===== config.mk =====
export PLATFORM = sky130hd
export DESIGN_NAME = wdog_timer
export DESIGN_NICKNAME = d
export VERILOG_FILES = /design/src/rtl/wdog_pkg.sv /design/src/rtl/wdog_ctl_reg.sv /design/src/rtl/wdog_interval.sv /design/src/rtl/wdog_grace.sv /design/src/rtl/wdog_timer.sv
export SDC_FILE = /design/constraint.sdc
export NUM_CORES = 1
export LEC_CHECK = 0
export BUFFER_PORTS_ARGS = -buffer_cell sky130_fd_sc_hd__buf_2
export CORE_ASPECT_RATIO = 1.5
export CORE_MARGIN = 4
export CORE_UTILIZATION = 37
export CTS_BUF_LIST = sky130_fd_sc_hd__clkbuf_4 sky130_fd_sc_hd__clkbuf_8 sky130_fd_sc_hd__clkbuf_16
export DETAILED_ROUTE_END_ITERATION = 12
export GPL_TIMING_DRIVEN = 0
export PLACE_DENSITY = 0.61
export SETUP_SLACK_MARGIN = 0.2
export SLEW_MARGIN = 20
export SYNTH_ARGS = -nofsm -noshare
export SYNTH_HDL_FRONTEND = slang
export SYNTH_SLANG_ARGS = --single-unit

===== constraint.sdc =====
create_clock -name clk -period 7.65 [get_ports clk]
set_clock_uncertainty 0.1 [all_clocks]
set_input_delay 0.3825 -clock clk [delete_from_list [all_inputs] [get_ports clk]]
set_output_delay 0.3825 -clock clk [all_outputs]
set_load 0.02 [all_outputs]

===== src/rtl/wdog_pkg.sv =====
package wdog_pkg;

  typedef struct packed {
    logic       dbg_run;
    logic [2:0] sel;
    logic       run;
    logic       irq_en;
    logic       wake_flag;
    logic       wake_en;
    logic       irq_flag;
    logic       rst_flag;
    logic       rst_en;
    logic       restart;
  } ctl_t;

  // Map the control fields onto the 32-bit bus word.
  function automatic logic [31:0] pack_ctl(input ctl_t c);
    logic [31:0] w;
    w       = '0;
    w[0]    = c.restart;
    w[1]    = c.rst_en;
    w[2]    = c.rst_flag;
    w[3]    = c.irq_flag;
    w[4]    = c.wake_en;
    w[5]    = c.wake_flag;
    w[6]    = c.irq_en;
    w[7]    = c.run;
    w[10:8] = c.sel;
    w[31]   = c.dbg_run;
    return w;
  endfunction

  // Interval length in counting clocks: 2^(base + step*sel).
  function automatic int unsigned period_len(input logic [2:0] sel,
                                             input int unsigned base,
                                             input int unsigned step);
    return 32'd1 << (base + step * 32'(sel));
  endfunction

endpackage


===== src/rtl/wdog_ctl_reg.sv =====
module wdog_ctl_reg
  import wdog_pkg::*;
(
  input  logic        clk,
  input  logic        rst_n,
  input  logic        wr_en,
  input  logic [31:0] wr_data,
  input  logic        unlock,
  input  logic        set_irq,
  input  logic        set_rst,
  input  logic        set_wake,
  output ctl_t        ctl
);

  logic wr_open;
  assign wr_open = wr_en && unlock;

  always_ff @(posedge clk or negedge rst_n) begin
    if (!rst_n) begin
      ctl <= '0;
    end else begin
      // restart request lives for a single cycle
      ctl.restart <= wr_open && wr_data[0];
      if (wr_en) ctl.rst_en <= wr_data[1];
      if (wr_open) begin
        ctl.wake_en <= wr_data[4];
        ctl.irq_en  <= wr_data[6];
        ctl.run     <= wr_data[7];
        ctl.sel     <= wr_data[10:8];
        ctl.dbg_run <= wr_data[31];
      end
      // sticky causes: hardware set dominates a write-one clear
      ctl.rst_flag  <= set_rst  || (ctl.rst_flag  && !(wr_en && wr_data[2]));
      ctl.irq_flag  <= set_irq  || (ctl.irq_flag  && !(wr_en && wr_data[3]));
      ctl.wake_flag <= set_wake || (ctl.wake_flag && !(wr_en && wr_data[5]));
    end
  end

  p_lock_r2: assert property (@(posedge clk) disable iff (!rst_n)
    !wr_open |=> $stable({ctl.dbg_run, ctl.sel, ctl.run, ctl.irq_en, ctl.wake_en}))
    else $error("p_lock_r2");

  p_sticky_r6: assert property (@(posedge clk) disable iff (!rst_n)
    (ctl.irq_flag && !wr_en) |=> ctl.irq_flag)
    else $error("p_sticky_r6");

endmodule


===== src/rtl/wdog_interval.sv =====
module wdog_interval
  import wdog_pkg::*;
#(
  parameter int unsigned BASE_LOG = 4,
  parameter int unsigned STEP_LOG = 2
) (
  input  logic       clk,
  input  logic       rst_n,
  input  logic       run,
  input  logic       tick,
  input  logic       restart,
  input  logic [2:0] sel,
  output logic       timeout
);

  localparam int unsigned CNT_W = BASE_LOG + STEP_LOG * 7;

  logic [CNT_W-1:0] cnt;
  logic [CNT_W-1:0] last;
  logic             at_end;

  always_comb last = CNT_W'(period_len(sel, BASE_LOG, STEP_LOG) - 1);
  // >= keeps a shortened interval from running on to the counter's wrap
  assign at_end  = (cnt >= last);
  assign timeout = run && !restart && tick && at_end;

  always_ff @(posedge clk or negedge rst_n) begin
    if (!rst_n)              cnt <= '0;
    else if (!run || restart) cnt <= '0;
    else if (tick)           cnt <= at_end ? '0 : cnt + 1'b1;
  end

  p_restart_clears_r3: assert property (@(posedge clk) disable iff (!rst_n)
    restart |=> (cnt == '0))
    else $error("p_restart_clears_r3");

  p_off_clears_r4: assert property (@(posedge clk) disable iff (!rst_n)
    !run |=> (cnt == '0))
    else $error("p_off_clears_r4");

  p_freeze_r9: assert property (@(posedge clk) disable iff (!rst_n)
    (run && !tick && !restart) |=> $stable(cnt))
    else $error("p_freeze_r9");

  p_wrap_r5: assert property (@(posedge clk) disable iff (!rst_n)
    timeout |=> (cnt == '0))
    else $error("p_wrap_r5");

endmodule


===== src/rtl/wdog_grace.sv =====
module wdog_grace #(
  parameter int unsigned GRACE_CLKS = 1024
) (
  input  logic clk,
  input  logic rst_n,
  input  logic run,
  input  logic tick,
  input  logic restart,
  input  logic timeout,
  output logic expire
);

  localparam int unsigned G_W = (GRACE_CLKS > 1) ? $clog2(GRACE_CLKS) : 1;

  logic           armed;
  logic [G_W-1:0] gcnt;

  assign expire = armed && run && !restart && tick && (gcnt == G_W'(GRACE_CLKS - 1));

  always_ff @(posedge clk or negedge rst_n) begin
    if (!rst_n) begin
      armed <= 1'b0;
      gcnt  <= '0;
    end else if (!run || restart || expire) begin
      armed <= 1'b0;
      gcnt  <= '0;
    end else if (timeout && !armed) begin
      armed <= 1'b1;
      gcnt  <= '0;
    end else if (armed && tick) begin
      gcnt  <= gcnt + 1'b1;
    end
  end

  p_idle_zero_r8: assert property (@(posedge clk) disable iff (!rst_n)
    !armed |-> (gcnt == '0))
    else $error("p_idle_zero_r8");

  p_expire_once_r8: assert property (@(posedge clk) disable iff (!rst_n)
    expire |=> !armed)
    else $error("p_expire_once_r8");

endmodule


===== src/rtl/wdog_timer.sv =====
module wdog_timer
  import wdog_pkg::*;
#(
  parameter int unsigned BASE_LOG   = 4,
  parameter int unsigned STEP_LOG   = 2,
  parameter int unsigned GRACE_CLKS = 1024
) (
  input  logic        clk,
  input  logic        rst_n,
  input  logic        wr_en,
  input  logic [31:0] wr_data,
  input  logic        unlock,
  output logic [31:0] rd_data,
  input  logic        dbg_ack,
  input  logic        pwr_down,
  output logic        irq,
  output logic        wake,
  output logic        rst_req
);

  ctl_t ctl;
  logic tick;
  logic timeout;
  logic expire;
  logic set_irq;
  logic set_rst;
  logic set_wake;

  assign tick     = ctl.run && (!dbg_ack || ctl.dbg_run);
  assign set_irq  = timeout && ctl.irq_en;
  assign set_wake = timeout && ctl.wake_en && pwr_down;
  assign set_rst  = expire && ctl.rst_en;

  wdog_ctl_reg u_reg (
    .clk(clk), .rst_n(rst_n), .wr_en(wr_en), .wr_data(wr_data), .unlock(unlock),
    .set_irq(set_irq), .set_rst(set_rst), .set_wake(set_wake), .ctl(ctl)
  );

  wdog_interval #(.BASE_LOG(BASE_LOG), .STEP_LOG(STEP_LOG)) u_int (
    .clk(clk), .rst_n(rst_n), .run(ctl.run), .tick(tick),
    .restart(ctl.restart), .sel(ctl.sel), .timeout(timeout)
  );

  wdog_grace #(.GRACE_CLKS(GRACE_CLKS)) u_grace (
    .clk(clk), .rst_n(rst_n), .run(ctl.run), .tick(tick),
    .restart(ctl.restart), .timeout(timeout), .expire(expire)
  );

  always_ff @(posedge clk or negedge rst_n) begin
    if (!rst_n) begin
      rst_req <= 1'b0;
      wake    <= 1'b0;
    end else begin
      rst_req <= set_rst;
      wake    <= set_wake;
    end
  end

  assign irq     = ctl.irq_flag && ctl.irq_en;
  assign rd_data = pack_ctl(ctl);

  p_if_set_r5: assert property (@(posedge clk) disable iff (!rst_n)
    (timeout && ctl.irq_en) |=> ctl.irq_flag)
    else $error("p_if_set_r5");

  p_wake_flag_r7: assert property (@(posedge clk) disable iff (!rst_n)
    wake |-> ctl.wake_flag)
    else $error("p_wake_flag_r7");

  p_rst_pulse_r8: assert property (@(posedge clk) disable iff (!rst_n)
    rst_req |=> !rst_req)
    else $error("p_rst_pulse_r8");

  p_rst_gated_r8: assert property (@(posedge clk) disable iff (!rst_n)
    !ctl.rst_en |=> !rst_req)
    else $error("p_rst_gated_r8");

  p_rst_flag_r8: assert property (@(posedge clk) disable iff (!rst_n)
    rst_req |-> ctl.rst_flag)
    else $error("p_rst_flag_r8");

endmodule


==> impl_metrics.env <==
export IMPL_die_area_um2=9430
export IMPL_drc=0
export IMPL_fin_crit_sh_pct=49.5
export IMPL_numPortBuffers=32
export IMPL_start_util_pct=38.2
export IMPL_numCtsBuffers=5
export IMPL_worstReg2RegStart="u_reg.ctl[9]"
export IMPL_synth_seq_area_share_pct=36.8
export IMPL_startpoint_type="flip-flop"
export IMPL_clkPwrFrac_pct=37.0
export IMPL_crit_type="flip-flop to flip-flop"
export IMPL_syn_cell_area_um2=2930
export IMPL_firstDrtPassIters=4
export IMPL_grt_pass1_wl_um=10600
export IMPL_post_cts_buffers=0
export IMPL_fin_nets=446
export IMPL_io_pins=73
export IMPL_clkSinkCount=43
export IMPL_vias_per_cell=4.96
export IMPL_leakagePower_nw=1.81
export IMPL_diodes=0
export IMPL_period_minus_slack_ps=3790
export IMPL_worst_ir_drop_vdd_v=0.000107
export IMPL_grt_max_degree=44
export IMPL_ff2ff_setup_slack_ps=3860
export IMPL_coreArea_um2=7660
export IMPL_drive_gt1_share_pct=22.0
export IMPL_syn_inst=323
export IMPL_overflow=0
export IMPL_yosys_area_top_type="dfrtp_1"
export IMPL_rr_worst_depth=13
export IMPL_syn_avg_cell_area_um2=9.06
export IMPL_cts_clk_slew_worst_paths_ps=60
export IMPL_violations="negative hold slack"
export IMPL_syn2layout_area_growth_pct=17.9
export IMPL_comb_power_share_pct=24.3
export IMPL_fin_util_pct=45.1
export IMPL_p_seq_share_pct=38.7
export IMPL_synth_flop_cell="dfrtp_1"
export IMPL_hold_viol=6
export IMPL_first_iter_violations=119
export IMPL_grt_use_total_pct=14.2
export IMPL_vias=2395
export IMPL_endpoint_kind="flip-flop"
export IMPL_setup_tns_ps=0
export IMPL_wl_per_cell_um=13.1
export IMPL_power_density_nw_per_um2=185
export IMPL_clock_latency_ps=280
export IMPL_die_h_um=117
export IMPL_slew_limit_headroom_pct=62.6
export IMPL_h_tree_depth=2
export IMPL_whs_ps=-13.6
export IMPL_yosysWarnings=0
export IMPL_power_switching_mw=0.185
export IMPL_place_congestion=0.820
export IMPL_routed_wl_um=6330
export IMPL_antenna_found_initial=0
export IMPL_ys_seq_elements=43
export IMPL_status="finished with violations"
export IMPL_ant_nets=0
export IMPL_drv_slew=0
export IMPL_cp_max_fo=12
export IMPL_netlist_top_cells_area="dfrtp_1 37%, ha_1 12%, buf_4 5.9%"
export IMPL_cts_buffer_depth=2
export IMPL_arrival_ps=3880
export IMPL_ys_async_sr_fraction_pct=100
export IMPL_p_int_mw=0.453
export IMPL_die_x_um=80.6
export IMPL_final_fill_count=763
export IMPL_hp_class="primary input to asynchronous set/reset pin"
export IMPL_hold_buffers=0
export IMPL_setup_viol=0
export IMPL_reg2reg_to="u_grace.gcnt[3]"
export IMPL_switching_share_pct=29.0
export IMPL_synth_edf_count=0
export IMPL_drv_cap=0
export IMPL_num_rows=39
export IMPL_synthDominantCellAreaShare_pct=36.8
export IMPL_dp_hpwl_um=4970
export IMPL_worst_pin_slew_ps=561
export IMPL_grt_pass1_vias=2282
export IMPL_cts_tree="built"
export IMPL_yosysUniqueCellTypes=42
export IMPL_cts_root_buf="clkbuf_16"
export IMPL_rsz0062_at_grt="no"
export IMPL_worstPathRequired_ps=7740
export IMPL_cts_resized=0
export IMPL_fmax_ghz=0.264
## cell type report
type | count | area [um^2] | share of cell area [%]
multi-input cells | 255 | 1650 | 47.9
flip-flops and latches | 43 | 1080 | 31.2
well taps | 102 | 128 | 3.70
plain buffers | 30 | 216 | 6.27
clock inverters | 1 | 30.0 | 0.870
clock buffers | 6 | 133 | 3.84
repair buffers | 32 | 163 | 4.71
inverters | 14 | 52.6 | 1.52
## registers in the layout, summed over array words and instances (netlist names)
name and flops:
u_int.cnt 18, u_reg.ctl 12, u_grace.gcnt 10, rst_req 1, u_grace.armed 1, wake 1
## metal layers
metal  wire length [um]  vias to the layer above  share of wire [%]  GRT usage, %
met1               2600                     1129                 41          16.3
li1                   -                     1218                  -             -
met5                  0                        -                  0             0
met4                 98                        0                1.5          5.41
met2               3440                       42                 54          26.0
met3                192                        6                3.0          2.30
## synth_stat cells, types with 2 or more instances
master	number
nand2_1	28
nor4_1	3
mux2_2	10
a21o_1	14
o21ai_0	28
xnor2_1	6
nor2_1	16
nand2b_1	9
and3_1	9
buf_4	23
nor2b_1	5
nand4_1	4
a21oi_1	18
and2_1	3
nor3_2	3
buf_6	2
a211oi_1	3
nand3_1	17
ha_1	27
inv_1	14
clkbuf_1	3
dfrtp_1	43
nor3_1	9
nor3b_1	4
and4_1	2
o21ai_1	4
## layout by cell type, fill, tap and decap left out, types with 14 or more instances in the layout
| cell | instances |
|---|---|
| a21o_1 | 14 |
| a21oi_1 | 18 |
| buf_2 | 32 |
| buf_4 | 24 |
| conb_1 | 20 |
| dfrtp_1 | 43 |
| ha_1 | 27 |
| inv_1 | 14 |
| nand2_1 | 28 |
| nand3_1 | 17 |
| nor2_1 | 16 |
| o21ai_0 | 28 |
## worst max-delay path by stage
stage,startpoint,slack (ps),cells past startpoint,end
final,u_reg.ctl[9],3860,13,u_grace.gcnt[3]
after global routing,u_reg.ctl[9],3380,14,u_grace.gcnt[3]
after CTS,u_reg.ctl[9],3780,13,u_grace.gcnt[3]
after detailed placement,u_reg.ctl[9],3810,13,u_grace.gcnt[3]
after global placement,u_reg.ctl[9],3850,13,u_grace.gcnt[3]
after floorplan,u_reg.ctl[9],4250,14,u_grace.gcnt[8]
## power groups by stage
stage	clock [mW]	combinational (mW)	sequential (mW)
2_1_floorplan	0	0.110	0.255
3_3_place_gp	0	0.153	0.251
3_5_place_dp	0	0.156	0.252
4_1_cts	0.245	0.157	0.248
5_1_grt	0.251	0.178	0.249
6_report	0.236	0.155	0.247
## worst max-delay path, cell delays in order, from the launching register on
cell and delay, ps:
dfrtp_1 540, inv_1 160, ha_1 410, nor2_1 160, nand2_1 120, ha_1 240, o21ai_0 330, ha_1 320
a21oi_1 160, o21ai_0 120, a21oi_1 310, nand2_1 240, a21o_1 310, o21ai_0 190
## logic make-up after synthesis
group	count (synthesis)	share of synthesized area, %
mux	11	4.19
other cells	1	0.128
buf+inv	44	9.19
fa+ha+maj	27	11.5
xor+xnor	6	1.79
simple gates	117	21.2
compound gates	74	15.2
flops	43	36.8
## stage by stage
step / setup slack (ps) / power, mW / instance area (um^2) / cells
2_1_floorplan: 4250 / 0.365 / 3000 / 342
3_3_place_gp: 3850 / 0.404 / 3290 / 476
3_5_place_dp: 3810 / 0.408 / 3290 / 476
4_1_cts: 3780 / 0.649 / 3450 / 483
5_1_grt: 3380 / 0.677 / 3450 / 483
6_report: 3860 / 0.638 / 3450 / 483
(Power assumes the default switching activity.)
